$ cat config.mk
export PLATFORM = sky130hd
export DESIGN_NAME = dual_port_token_bank
export DESIGN_NICKNAME = d
export VERILOG_FILES = /design/src/rtl/token_bank_pkg.sv /design/src/rtl/tbk_port_decode.sv /design/src/rtl/tbk_token_cell.sv /design/src/rtl/tbk_read_port.sv /design/src/rtl/dual_port_token_bank.sv
export SDC_FILE = /design/constraint.sdc
export NUM_CORES = 1
export LEC_CHECK = 0
export BUFFER_PORTS_ARGS = -buffer_cell sky130_fd_sc_hd__buf_2
export CORE_MARGIN = 5
export CORE_UTILIZATION = 37
export DETAILED_ROUTE_END_ITERATION = 8
export GPL_TIMING_DRIVEN = 1
export PLACE_DENSITY = 0.67
export SLEW_MARGIN = 30
export SYNTH_ARGS = -nofsm -noshare
export SYNTH_HDL_FRONTEND = slang
export SYNTH_HIERARCHICAL = 1
export SYNTH_SLANG_ARGS = --single-unit
$ cat constraint.sdc
create_clock -name clk -period 1.4 [get_ports clk]
set_input_delay 0.14 -clock clk [delete_from_list [all_inputs] [get_ports clk]]
set_output_delay 0.14 -clock clk [all_outputs]
set_load 0.01 [all_outputs]
$ cat src/rtl/token_bank_pkg.sv
`timescale 1ns/1ps
package token_bank_pkg;

    typedef enum logic [1:0] {
        HOLDER_NONE  = 2'd0,
        HOLDER_LEFT  = 2'd1,
        HOLDER_RIGHT = 2'd2
    } holder_e;

    typedef struct packed {
        holder_e holder;
        logic    wait_l;
        logic    wait_r;
    } token_state_t;

    localparam token_state_t TOKEN_RESET = '{holder: HOLDER_NONE, wait_l: 1'b0, wait_r: 1'b0};

endpackage

$ cat src/rtl/tbk_port_decode.sv
`timescale 1ns/1ps
module tbk_port_decode #(
    parameter int N_TOKENS = 8,
    parameter int ADDR_W   = $clog2(N_TOKENS)
) (
    input  logic                sel,
    input  logic                oe,
    input  logic                we,
    input  logic [ADDR_W-1:0]   addr,
    input  logic                wbit,
    output logic [N_TOKENS-1:0] claim_vec,
    output logic [N_TOKENS-1:0] drop_vec,
    output logic                rd_en,
    output logic [ADDR_W-1:0]   rd_idx
);

    logic wr_cmd;

    always_comb begin
        wr_cmd = sel & we;
        rd_en  = sel & oe & ~we;
        rd_idx = addr;
    end

    for (genvar i = 0; i < N_TOKENS; i++) begin : g_dec
        always_comb begin
            claim_vec[i] = wr_cmd && (addr == ADDR_W'(i)) && !wbit;
            drop_vec[i]  = wr_cmd && (addr == ADDR_W'(i)) &&  wbit;
        end
    end

endmodule

$ cat src/rtl/tbk_token_cell.sv
`timescale 1ns/1ps
module tbk_token_cell
    import token_bank_pkg::*;
(
    input  logic clk,
    input  logic rst_n,
    input  logic claim_l,
    input  logic drop_l,
    input  logic claim_r,
    input  logic drop_r,
    output logic held_l,
    output logic held_r
);

    token_state_t st_q, st_d;
    holder_e      after_drop;
    logic         want_l, want_r;

    always_comb begin
        st_d       = st_q;
        after_drop = st_q.holder;
        // a release counts only for the current holder
        if (st_q.holder == HOLDER_LEFT && drop_l)  after_drop = HOLDER_NONE;
        if (st_q.holder == HOLDER_RIGHT && drop_r) after_drop = HOLDER_NONE;

        want_l = st_q.wait_l | claim_l;
        want_r = st_q.wait_r | claim_r;

        st_d.holder = after_drop;
        if (after_drop == HOLDER_NONE) begin
            if (want_l)      st_d.holder = HOLDER_LEFT;
            else if (want_r) st_d.holder = HOLDER_RIGHT;
        end
        st_d.wait_l = want_l && (st_d.holder != HOLDER_LEFT);
        st_d.wait_r = want_r && (st_d.holder != HOLDER_RIGHT);
    end

    always_ff @(posedge clk) begin
        if (!rst_n) st_q <= TOKEN_RESET;
        else        st_q <= st_d;
    end

    always_comb begin
        held_l = (st_q.holder == HOLDER_LEFT);
        held_r = (st_q.holder == HOLDER_RIGHT);
    end

endmodule

$ cat src/rtl/tbk_read_port.sv
`timescale 1ns/1ps
module tbk_read_port #(
    parameter int N_TOKENS = 8,
    parameter int DATA_W   = 16,
    parameter int ADDR_W   = $clog2(N_TOKENS)
) (
    input  logic                clk,
    input  logic                rst_n,
    input  logic                rd_en,
    input  logic [ADDR_W-1:0]   rd_idx,
    input  logic [N_TOKENS-1:0] held_vec,
    output logic [DATA_W-1:0]   rdata
);

    logic [DATA_W-1:0] word_q, word_d;

    always_comb begin
        word_d = '1;
        if (rd_en && held_vec[rd_idx]) word_d = '0;
    end

    always_ff @(posedge clk) begin
        if (!rst_n) word_q <= '1;
        else        word_q <= word_d;
    end

    assign rdata = word_q;

endmodule

$ cat src/rtl/dual_port_token_bank.sv
`timescale 1ns/1ps
module dual_port_token_bank #(
    parameter int N_TOKENS = 8,
    parameter int DATA_W   = 16,
    parameter int ADDR_W   = $clog2(N_TOKENS)
) (
    input  logic              clk,
    input  logic              rst_n,
    input  logic              sel_l,
    input  logic              oe_l,
    input  logic              we_l,
    input  logic [ADDR_W-1:0] addr_l,
    input  logic              wbit_l,
    output logic [DATA_W-1:0] rdata_l,
    input  logic              sel_r,
    input  logic              oe_r,
    input  logic              we_r,
    input  logic [ADDR_W-1:0] addr_r,
    input  logic              wbit_r,
    output logic [DATA_W-1:0] rdata_r
);

    logic [N_TOKENS-1:0] claim_l, drop_l, claim_r, drop_r;
    logic [N_TOKENS-1:0] held_l, held_r;
    logic                rd_en_l, rd_en_r;
    logic [ADDR_W-1:0]   rd_idx_l, rd_idx_r;

    tbk_port_decode #(.N_TOKENS(N_TOKENS), .ADDR_W(ADDR_W)) i_dec_l (
        .sel(sel_l), .oe(oe_l), .we(we_l), .addr(addr_l), .wbit(wbit_l),
        .claim_vec(claim_l), .drop_vec(drop_l), .rd_en(rd_en_l), .rd_idx(rd_idx_l)
    );

    tbk_port_decode #(.N_TOKENS(N_TOKENS), .ADDR_W(ADDR_W)) i_dec_r (
        .sel(sel_r), .oe(oe_r), .we(we_r), .addr(addr_r), .wbit(wbit_r),
        .claim_vec(claim_r), .drop_vec(drop_r), .rd_en(rd_en_r), .rd_idx(rd_idx_r)
    );

    for (genvar i = 0; i < N_TOKENS; i++) begin : g_tok
        tbk_token_cell i_cell (
            .clk(clk), .rst_n(rst_n),
            .claim_l(claim_l[i]), .drop_l(drop_l[i]),
            .claim_r(claim_r[i]), .drop_r(drop_r[i]),
            .held_l(held_l[i]), .held_r(held_r[i])
        );
    end

    tbk_read_port #(.N_TOKENS(N_TOKENS), .DATA_W(DATA_W), .ADDR_W(ADDR_W)) i_rd_l (
        .clk(clk), .rst_n(rst_n), .rd_en(rd_en_l), .rd_idx(rd_idx_l),
        .held_vec(held_l), .rdata(rdata_l)
    );

    tbk_read_port #(.N_TOKENS(N_TOKENS), .DATA_W(DATA_W), .ADDR_W(ADDR_W)) i_rd_r (
        .clk(clk), .rst_n(rst_n), .rd_en(rd_en_r), .rd_idx(rd_idx_r),
        .held_vec(held_r), .rdata(rdata_r)
    );

endmodule

==> metrics.csv <==
stage,metric,value,unit
status,status,completed,
clock_network,root_buffer,clkbuf_8,
setup_path,crit_required,1.63,ns
floorplanning,io-pin-count,48,
detailed_routing,viasPerCell,5.09,
timing,final_min_period_over_clock_period,90.7,%
placement,dpl.hpwl,3690,µm
setup_path,r2r_start,g_tok[5].i_cell/st_q[2],
timing,setup_slack,0.130,ns
global_routing,grt_pass1_wl,7750,µm
setup_path,critical_path_class,flop to flop,
logic_synthesis,synthTopCellsByCount,"nor2_1, buf_4, dfxtp_1",
global_routing,grt_pass1_vias,1728,
logic_synthesis,synth-edff-count,0,
clock_network,numCtsBuffers,5,
detailed_routing,drtPass1Iterations,4,
power_and_ir_drop,combPwrFrac,9.6,%
logic_synthesis,synth_flop_cell,dfxtp_1,
detailed_routing,wl_per_cell,12.8,µm
logic_synthesis,ys_top_cells_by_area,"dfxtp_1, buf_4, nor2_1, a2111oi_2, nor2b_1",
logic_synthesis,synth_seq_area_share,32.2,%
detailed_routing,drc,0,
clock_network,cts_resized,0,
cells_and_area,antennaDiodeCount,0,
setup_path,endpoint_kind,flop,
timing,max_freq,787,MHz
global_routing,antenna_found_initial,0,
placement,place.gp.congestion,0.823,
cells_and_area,layout-drive-gt1-share,33.6,%
placement,port_buffers,47,
global_routing,grt_usage,13.3,%
clock_network,cts_hold_buf,0,
power_and_ir_drop,ir_drop,540,µV
setup_path,rr_worst_depth,4,
floorplanning,row_count,27,
worst_hold_path,hold_path_class,input port to flop,
cells_and_area,fin_nets,312,
logic_synthesis,netlist_area,2110,µm²
setup_path,arrival,1.50,ns
clock_network,htreeDepth,2,
placement,place_ws,-0.0666,ns
power_and_ir_drop,switching_share,23.7,%
clock_network,cts.sinks,34,
logic_synthesis,yosysWarningCount,6,
timing,fin_worst_skew,0.00463,ns
worst_hold_path,min_path_cells,4,
placement,place_area,2350,µm²
power_and_ir_drop,seq_power_share,52.4,%
detailed_routing,via_count,1869,
clock_network,clkTransAtPathRegs,0.06,ns
setup_path,crit_fanout,5,
timing,finalSetupViolCount,0,
timing,rsz0062_at_grt,false,
logic_synthesis,synth_top_area_share,32.2,%
timing,drv_slew,0,
detailed_routing,drtAntennaViolNets,0,
logic_synthesis,syn_nets,270,
timing,slew-limit-headroom,71.7,%
setup_path,start_kind,flop,
power_and_ir_drop,cell_internal_pwr,1430,µW
flow_run,maxCapViolCount,0,
logic_synthesis,ys_ff_latch,34,
global_routing,grt_start_max_net_pins,24,
clock_network,tritoncts,done,
floorplanning,die_x,85.6,µm
clock_network,post_cts_buffers,0,
detailed_routing,routed_wl,4710,µm
logic_synthesis,synth_top_cell_by_area,dfxtp_1,
floorplanning,fp.coreArea,5540,µm²
power_and_ir_drop,powerDensity,773,nW/µm²
cells_and_area,design_area,2430,µm²
setup_path,cp-startpoint,g_tok[5].i_cell/st_q[2],
timing,tightest_slew,0.424,ns
global_routing,gr-total-overflow,0,
timing,fin_crit,1.27,ns
logic_synthesis,syn_inst,254,
clock_network,clockBufferDepth,2,
floorplanning,initial_core_util,38.2,%
cells_and_area,area_growth,15.0,%
logic_synthesis,syn_avg_cell_area,8.32,µm²
floorplanning,design.die.area,7330,µm²
power_and_ir_drop,leakage,0.000944,µW
power_and_ir_drop,p_switching,446,µW
logic_synthesis,ys_types,23,
logic_synthesis,async_flop_share,0,%
timing,report.final.hold_viol_count,0,
clock_network,clkLatencyLatePin,0.29,ns
detailed_routing,drt_iter0_drc,96,
worst_hold_path,min_from,addr_l[2],
power_and_ir_drop,pwr-share-clk,38.1,%
logic_synthesis,yosys.cell_count.top_type,nor2_1,
floorplanning,die_h,85.6,µm
[sequential cells by signal (all words and copies together), names as in the netlist]
| name | count |
|---|---|
| i_rd_l/rdata | 1 |
| g_tok.i_cell/st_q | 32 |
| i_rd_r/rdata | 1 |
[path summary, 6_finish.rpt]
path | end | slack (ns)
worst min register to register | g_tok[6].i_cell/st_q[1] | 0.50
worst max-delay path | i_rd_l/rdata[14] | 0.13
worst min-delay path | i_rd_l/rdata[14] | 0.22
worst max register to register | i_rd_l/rdata[14] | 0.13
[per-layer routing]
metal  wire (µm)  track usage (%)
met5           0                0
met2        2180             21.8
met3         298             3.75
met1        2100             15.7
met4         136             6.62
[critical path: stages, from the launching register on]
cell and delay (ns):
dfxtp_1 0.36, nor2b_1 0.14, mux4_1 0.50, nand2b_1 0.17, nand3_2 0.05
[power groups by stage]
stage | sequential (µW) | combinational (µW) | clock, µW
floorplan | 1000 | 103 | 0
global placement | 1010 | 177 | 0
detailed placement | 1010 | 180 | 0
CTS | 984 | 180 | 741
global route | 986 | 197 | 779
finish | 984 | 180 | 716
[through the flow]
stage / setup TNS, ns / std cells / power (µW) / hold WS (ns) / util [%]
floorplan: 0 / 254 / 1110 / 0.287 / -
global placement: -0.105 / 361 / 1180 / 0.485 / 42.4
detailed placement: -0.357 / 361 / 1190 / 0.490 / 42.4
CTS: 0 / 367 / 1910 / 0.209 / 43.9
global route: 0 / 367 / 1960 / 0.236 / 43.9
finish: 0 / 367 / 1880 / 0.220 / 43.9
[logic make-up after synthesis]
family	synth area share [%]
DFF	32.2
and+or+nand+nor	28.6
AOI/OAI and AO/OA	20.5
buffers and inverters	14.2
muxes	4.50
[layout make-up]
type                            count  area, µm²
Inverter                            8       30.0
Multi-Input combinational cell    176       1130
Tap cell                           72       90.1
Clock buffer                        6       82.6
Timing Repair Buffer               71        415
Sequential cell                    34        681
Fill cell                         582       3110
[cell usage in the layout (no fill, tap or decap)]
| cell type | synthesis | layout |
|---|---|---|
| a2111oi_2 | 8 | 8 |
| a21o_1 | 8 | 8 |
| a21oi_1 | 8 | 8 |
| buf_2 | 0 | 47 |
| buf_4 | 36 | 24 |
| clkbuf_8 | 0 | 6 |
| dfxtp_1 | 34 | 34 |
| inv_1 | 8 | 8 |
| mux2_2 | 2 | 2 |
| mux2i_1 | 2 | 2 |
| mux4_1 | 2 | 2 |
| nand2_1 | 20 | 20 |
| nand2b_1 | 14 | 14 |
| nand3_2 | 2 | 2 |
| nand3b_1 | 2 | 2 |
| nand4_1 | 2 | 2 |
| nand4b_1 | 4 | 4 |
| nand4bb_1 | 2 | 2 |
| nor2_1 | 42 | 42 |
| nor2b_1 | 16 | 16 |
| nor3_1 | 16 | 16 |
| o211ai_1 | 8 | 8 |
| o21ai_0 | 8 | 8 |
| o221a_2 | 8 | 8 |
| o311a_2 | 2 | 2 |
(Power assumes the default switching activity.)
